[src/rtl/hb_pkg.sv]
package hb_pkg;
  typedef enum logic [1:0] {
    LEG_OFF  = 2'd0,
    LEG_HIGH = 2'd1,
    LEG_LOW  = 2'd2
  } leg_cmd_t;

  typedef enum logic [1:0] {
    PS_SLEEP = 2'd0,
    PS_WAKE  = 2'd1,
    PS_RUN   = 2'd2
  } pwr_state_t;
endpackage

[src/rtl/hb_power_seq.sv]
module hb_power_seq
  import hb_pkg::*;
#(
  parameter int IDLE_CYC      = 100000,
  parameter int WAKE_FILT_CYC = 500,
  parameter int WAKE_DLY_CYC  = 5000
) (
  input  logic clk,
  input  logic rst,
  input  logic active,
  output logic sleep,
  output logic ready
);
  localparam int MAXC = (IDLE_CYC > WAKE_FILT_CYC)
                      ? ((IDLE_CYC > WAKE_DLY_CYC) ? IDLE_CYC : WAKE_DLY_CYC)
                      : ((WAKE_FILT_CYC > WAKE_DLY_CYC) ? WAKE_FILT_CYC : WAKE_DLY_CYC);
  localparam int CW = $clog2(MAXC + 1);
  localparam logic [CW-1:0] IDLE_LAST = CW'(IDLE_CYC - 1);
  localparam logic [CW-1:0] FILT_LAST = CW'(WAKE_FILT_CYC - 1);
  localparam logic [CW-1:0] DLY_LAST  = CW'(WAKE_DLY_CYC - 1);

  pwr_state_t      st;
  logic [CW-1:0]   cnt;

  always_ff @(posedge clk) begin
    if (rst) begin
      st  <= PS_SLEEP;
      cnt <= '0;
    end else begin
      unique case (st)
        PS_SLEEP: begin
          if (!active)               cnt <= '0;
          else if (cnt == FILT_LAST) begin st <= PS_WAKE; cnt <= '0; end
          else                       cnt <= cnt + 1'b1;
        end
        PS_WAKE: begin
          if (cnt == DLY_LAST) begin st <= PS_RUN; cnt <= '0; end
          else                 cnt <= cnt + 1'b1;
        end
        PS_RUN: begin
          if (active)                cnt <= '0;
          else if (cnt == IDLE_LAST) begin st <= PS_SLEEP; cnt <= '0; end
          else                       cnt <= cnt + 1'b1;
        end
        default: begin st <= PS_SLEEP; cnt <= '0; end
      endcase
    end
  end

  assign sleep = (st == PS_SLEEP);
  assign ready = (st == PS_RUN);

  p_excl_r10: assert property (@(posedge clk) disable iff (rst) !(sleep && ready));
  p_wake_path_r6: assert property (@(posedge clk) disable iff (rst)
    $rose(ready) |-> $past(!sleep));
  p_idle_entry_r4: assert property (@(posedge clk) disable iff (rst)
    $rose(sleep) |-> $past(!active && ready));
endmodule

[src/rtl/hb_cmd_decode.sv]
module hb_cmd_decode
  import hb_pkg::*;
(
  input  logic            in1,
  input  logic            in2,
  input  logic            force_off,
  input  logic            force_brake,
  input  logic            ready,
  output leg_cmd_t [1:0]  tgt
);
  always_comb begin
    if (!ready || force_off) begin
      tgt[0] = LEG_OFF;  tgt[1] = LEG_OFF;
    end else if (force_brake) begin
      tgt[0] = LEG_LOW;  tgt[1] = LEG_LOW;
    end else begin
      unique case ({in1, in2})
        2'b10:   begin tgt[0] = LEG_HIGH; tgt[1] = LEG_LOW;  end
        2'b01:   begin tgt[0] = LEG_LOW;  tgt[1] = LEG_HIGH; end
        2'b11:   begin tgt[0] = LEG_LOW;  tgt[1] = LEG_LOW;  end
        default: begin tgt[0] = LEG_OFF;  tgt[1] = LEG_OFF;  end
      endcase
    end
  end
endmodule

[src/rtl/hb_leg_deadband.sv]
module hb_leg_deadband
  import hb_pkg::*;
#(
  parameter int DEAD_CYC = 22
) (
  input  logic     clk,
  input  logic     rst,
  input  leg_cmd_t tgt,
  output logic     hs,
  output logic     ls
);
  localparam int DW = $clog2(DEAD_CYC + 1);
  localparam logic [DW-1:0] DEAD_LOAD = DW'(DEAD_CYC - 1);

  leg_cmd_t       cur;
  logic [DW-1:0]  gap;

  always_ff @(posedge clk) begin
    if (rst) begin
      cur <= LEG_OFF;
      gap <= '0;
    end else if (cur != LEG_OFF) begin
      if (tgt != cur) begin
        cur <= LEG_OFF;
        gap <= DEAD_LOAD;
      end
    end else if (gap != '0) begin
      gap <= gap - 1'b1;
    end else begin
      cur <= tgt;
    end
  end

  assign hs = (cur == LEG_HIGH);
  assign ls = (cur == LEG_LOW);

  p_no_shoot_r3: assert property (@(posedge clk) disable iff (rst) !(hs && ls));
  p_dead_hl_r2: assert property (@(posedge clk) disable iff (rst) $past(hs) |-> !ls);
  p_dead_lh_r2: assert property (@(posedge clk) disable iff (rst) $past(ls) |-> !hs);
endmodule

[src/rtl/hb_bridge_ctrl.sv]
module hb_bridge_ctrl
  import hb_pkg::*;
#(
  parameter int DEAD_CYC      = 22,
  parameter int IDLE_CYC      = 100000,
  parameter int WAKE_FILT_CYC = 500,
  parameter int WAKE_DLY_CYC  = 5000
) (
  input  logic clk,
  input  logic rst,
  input  logic in1,
  input  logic in2,
  input  logic force_off,
  input  logic force_brake,
  output logic hs1,
  output logic ls1,
  output logic hs2,
  output logic ls2,
  output logic sleep,
  output logic ready
);
  localparam int NLEG = 2;

  leg_cmd_t [NLEG-1:0] tgt;
  logic     [NLEG-1:0] leg_hs;
  logic     [NLEG-1:0] leg_ls;

  hb_power_seq #(
    .IDLE_CYC(IDLE_CYC), .WAKE_FILT_CYC(WAKE_FILT_CYC), .WAKE_DLY_CYC(WAKE_DLY_CYC)
  ) u_pwr (
    .clk(clk), .rst(rst), .active(in1 | in2), .sleep(sleep), .ready(ready)
  );

  hb_cmd_decode u_dec (
    .in1(in1), .in2(in2), .force_off(force_off), .force_brake(force_brake),
    .ready(ready), .tgt(tgt)
  );

  for (genvar g = 0; g < NLEG; g++) begin : g_leg
    hb_leg_deadband #(.DEAD_CYC(DEAD_CYC)) u_leg (
      .clk(clk), .rst(rst), .tgt(tgt[g]), .hs(leg_hs[g]), .ls(leg_ls[g])
    );
  end

  assign hs1 = leg_hs[0] & ready;
  assign ls1 = leg_ls[0] & ready;
  assign hs2 = leg_hs[1] & ready;
  assign ls2 = leg_ls[1] & ready;

  p_quiet_asleep_r10: assert property (@(posedge clk) disable iff (rst)
    !ready |-> !(hs1 || ls1 || hs2 || ls2));
  p_force_off_r7: assert property (@(posedge clk) disable iff (rst)
    $past(force_off) |-> !(hs1 || ls1 || hs2 || ls2));
  p_brake_no_high_r8: assert property (@(posedge clk) disable iff (rst)
    $past(force_brake) |-> !(hs1 || hs2));
endmodule

[config.mk]
export PLATFORM = sky130hd
export DESIGN_NAME = hb_bridge_ctrl
export DESIGN_NICKNAME = d
export VERILOG_FILES = /design/src/rtl/hb_pkg.sv /design/src/rtl/hb_power_seq.sv /design/src/rtl/hb_cmd_decode.sv /design/src/rtl/hb_leg_deadband.sv /design/src/rtl/hb_bridge_ctrl.sv
export SDC_FILE = /design/constraint.sdc
export NUM_CORES = 1
export LEC_CHECK = 0
export BUFFER_PORTS_ARGS = -buffer_cell sky130_fd_sc_hd__buf_4
export CORE_AREA = 10 10 82 56
export DETAILED_ROUTE_END_ITERATION = 7
export DIE_AREA = 0 0 92 66
export PLACE_DENSITY = 0.81
export SLEW_MARGIN = 20
export SYNTH_ARGS = -nofsm -noshare
export SYNTH_HDL_FRONTEND = slang
export SYNTH_HIERARCHICAL = 1
export SYNTH_SLANG_ARGS = --single-unit
[constraint.sdc]
create_clock -name clk -period 3.71 [get_ports clk]
set_clock_uncertainty 0.15 [all_clocks]
set_input_delay 0.1855 -clock clk [delete_from_list [all_inputs] [get_ports clk]]
set_output_delay 0.1855 -clock clk [all_outputs]
set_load 0.01 [all_outputs]
==> metrics.txt <==
fillers=262; Fmax achieved=433 MHz; actual slew at the worst max-slew pin=0.750 ns; Layout area overhead=10.8%; design area=0.00211 sq mm; GRT Total Usage=13.6%; Top Usage Layer GRT=met1; Routed WL=3.94 mm; Final #Nets=241; Main synth FF type=dfxtp_1; Yosys Warn Count=6; Max rail drop VDD=0.432 mV; GR met3 Demand/Resource=3.97%; Worst setup EP type=flop; post-synthesis cell type count=47; TritonCTS Sinks=33; layout cell share with drive strength beyond 1=15.5%; Initial Util=61.0%; DRT iter0 DRCs=117; slowest stage delay, CP=0.66 ns; pre-CTS WS=1.46 ns; Crit Path Class=flop to flop; met1 Use GR=19.5%; status=complete, no violations; EDFF count, synth=0; Final Cycle Share=62.2%; slowest library cell on the worst path=o31ai_4; CP Launch Type=flop; Syn Inst Count=222; largest family of logic cells by synthesized area=simple AND/OR/NAND/NOR gates; Compound-Gate Fraction of Synth Area=22.7%; CP bufs+invs=0; Crit Path Max Fanout=17; simple-gate share of the synthesized area=29.3%; critical path's top delay family=compound AO/OA/AOI/OAI gates; CTS Hold Buffers Added=0; synthesized area per cell=8.58 sq um; mean number of vias per cell=5.95; final setup fails=0; CTS max path bufs=2; Placed Instance Area=0.00201 sq mm; full die area=0.00607 sq mm; GPL Wtd Cong=0.891; Final Worst Setup Slack=1.40 ns; H-tree level count=2; GRT Residual Overflow=0; Cell Pwr Density=464 mW/mm^2; Leak=0.730 nW; multi-input logic area=0.00114 sq mm; crit path DAT=2.30 ns; # rows=16; Root Buffer=clkbuf_8; flops & latches, synth=33; DR pass1 iterations=4; insertion delay to the later sink of the worst-skew pair=0.28 ns; cts bufs inserted=5; post-CTS resize count=0; max-slew violations=0; minimum clock period after layout=2.31 ns; Reg area=661 sq um; asr flop ratio synth=0%; antenna viol nets, final=0; Core Footprint=0.00312 sq mm; antenna fix cells=0; M2 GR Usage=18.2%; CTS tree=done; RSZ-0062 raised after global routing=no; num ports=12; XOR/XNOR share of the synthesized area=5.98%; initial antenna violation count=0; CP required=3.70 ns; post-synthesis mux area share=0%; critical-path cell list=ha_1, and4_1, nand4b_1, o31ai_4, a32oi_1; via count=1653; Post-route DRC=0; worst hold slack=0.0691 ns; Post-CTS Setup Inserts=0; vias in the first global route=1434; clock slew at the register clock pins of the worst setup and hold paths=0.07 ns; Sum Neg Setup Slack=0 ns; PortBufs=11; Slew headroom=50.0%; die width=92 microns; Adder-Cell Fraction of Synth Area=1.97%; global-route wire length before repair=6.78 mm; post-DP HPWL=2.88 mm; Tot Pwr=978 uW; register area share after synthesis=34.7%; Mapped Area=0.00191 sq mm; die height=66 microns; largest net degree at the start of global routing=18; worst hold path type=input port to flop; max_cap viols=0; wire per inst=14.2 microns; Fin. Hold Viols=0; Syn Nets=231
final timing paths:
kind | startpoint | to | slack [ns] | depth (start not counted)
worst max-delay path | u_pwr/cnt[0]$_SDFF_PP0_ | u_pwr/cnt[16]$_SDFF_PP0_ | 1.40 | 5
worst min-delay path | rst | u_pwr/st[1]$_SDFFE_PP0P_ | 0.07 | 2
worst max register to register | u_pwr/cnt[0]$_SDFF_PP0_ | u_pwr/cnt[16]$_SDFF_PP0_ | 1.40 | 5
worst min register to register | u_pwr/cnt[0]$_SDFF_PP0_ | u_pwr/cnt[0]$_SDFF_PP0_ | 0.32 | 1
cell type report:
type	count	share of cell area, %
multi-input cells	164	54.1
flip-flops and latches	33	31.3
clock buffers	7	4.56
repair buffers	12	4.27
inverters	16	2.85
well taps	45	2.67
clock inverters	1	0.237
cells in the final DEF, fill, tap and decap left out, drive strengths merged, types with 2 or more instances in the layout:
cell type | synthesis | layout
buf | 5 | 12
nor3 | 7 | 7
inv | 16 | 16
xor2 | 6 | 6
nand3b | 2 | 2
or4b | 3 | 3
nand4 | 6 | 6
or3 | 5 | 5
o311a | 2 | 2
dfxtp | 33 | 33
a41oi | 2 | 2
a31oi | 13 | 13
o41ai | 5 | 5
nor2 | 16 | 16
nand4b | 2 | 2
nor2b | 7 | 7
a21oi | 7 | 7
ha | 3 | 3
o21a | 2 | 2
nand3 | 6 | 6
xnor2 | 7 | 7
nand2 | 12 | 12
and4 | 5 | 5
nor4b | 2 | 2
a22o | 2 | 2
a32oi | 4 | 4
o21ai | 13 | 13
and3 | 2 | 2
o31a | 2 | 2
or4 | 3 | 3
or2 | 2 | 2
and2 | 9 | 9
clkbuf | 4 | 7
per-layer routing:
layer,vias to the layer above,wire length [microns]
met4,0,46
met3,5,273
met5,-,0
li1,842,-
met2,47,1560
met1,759,2060
sequential cells by signal (all words and copies together), names as in the netlist:
register and cells:
g_leg.u_leg/gap 10, g_leg.u_leg/cur 4, u_pwr/st 2, u_pwr/cnt 17
logic make-up (layout without fill, tap and decap cells):
kind of cell	count (synthesis)	in the layout
simple gates	92	92
compound gates	56	56
flops	33	33
xor+xnor	13	13
buf+inv	25	36
fa+ha+maj	3	3
where the power goes:
group / internal (mW) / switching [mW]
Sequential: 0.390 / 0.0318
Clock: 0.168 / 0.129
Combinational: 0.135 / 0.125
per-stage QoR:
stage,utilization [%],cells
CTS,67.6,278
detailed placement,64.3,270
global route,67.6,278
finish,67.6,278
floorplan,-,222
global placement,64.3,270
cell usage after synthesis, drive strengths merged, types with 2 or more instances:
library cell / number / area, sq um
a41oi: 2 / 17.5
nand4: 6 / 43.8
nand4b: 2 / 17.5
o31a: 2 / 20.0
and2: 9 / 63.8
a32oi: 4 / 35.0
o311a: 2 / 20.0
o21a: 2 / 15.0
o21ai: 13 / 65.1
and4: 5 / 43.8
nand3b: 2 / 15.0
or2: 2 / 12.5
ha: 3 / 37.5
nand3: 6 / 30.0
nor3: 7 / 35.0
nor2: 16 / 60.1
clkbuf: 4 / 15.0
inv: 16 / 60.1
a31oi: 13 / 81.3
or4: 3 / 30.0
o41ai: 5 / 58.8
and3: 2 / 12.5
xor2: 6 / 52.6
or3: 5 / 31.3
xnor2: 7 / 61.3
buf: 5 / 27.5
nor4b: 2 / 17.5
a21oi: 7 / 35.0
nor2b: 7 / 43.8
nand2: 12 / 45.0
dfxtp: 33 / 661
or4b: 3 / 37.5
a22o: 2 / 17.5
No activity file was read; power rests on OpenSTA's default activity.
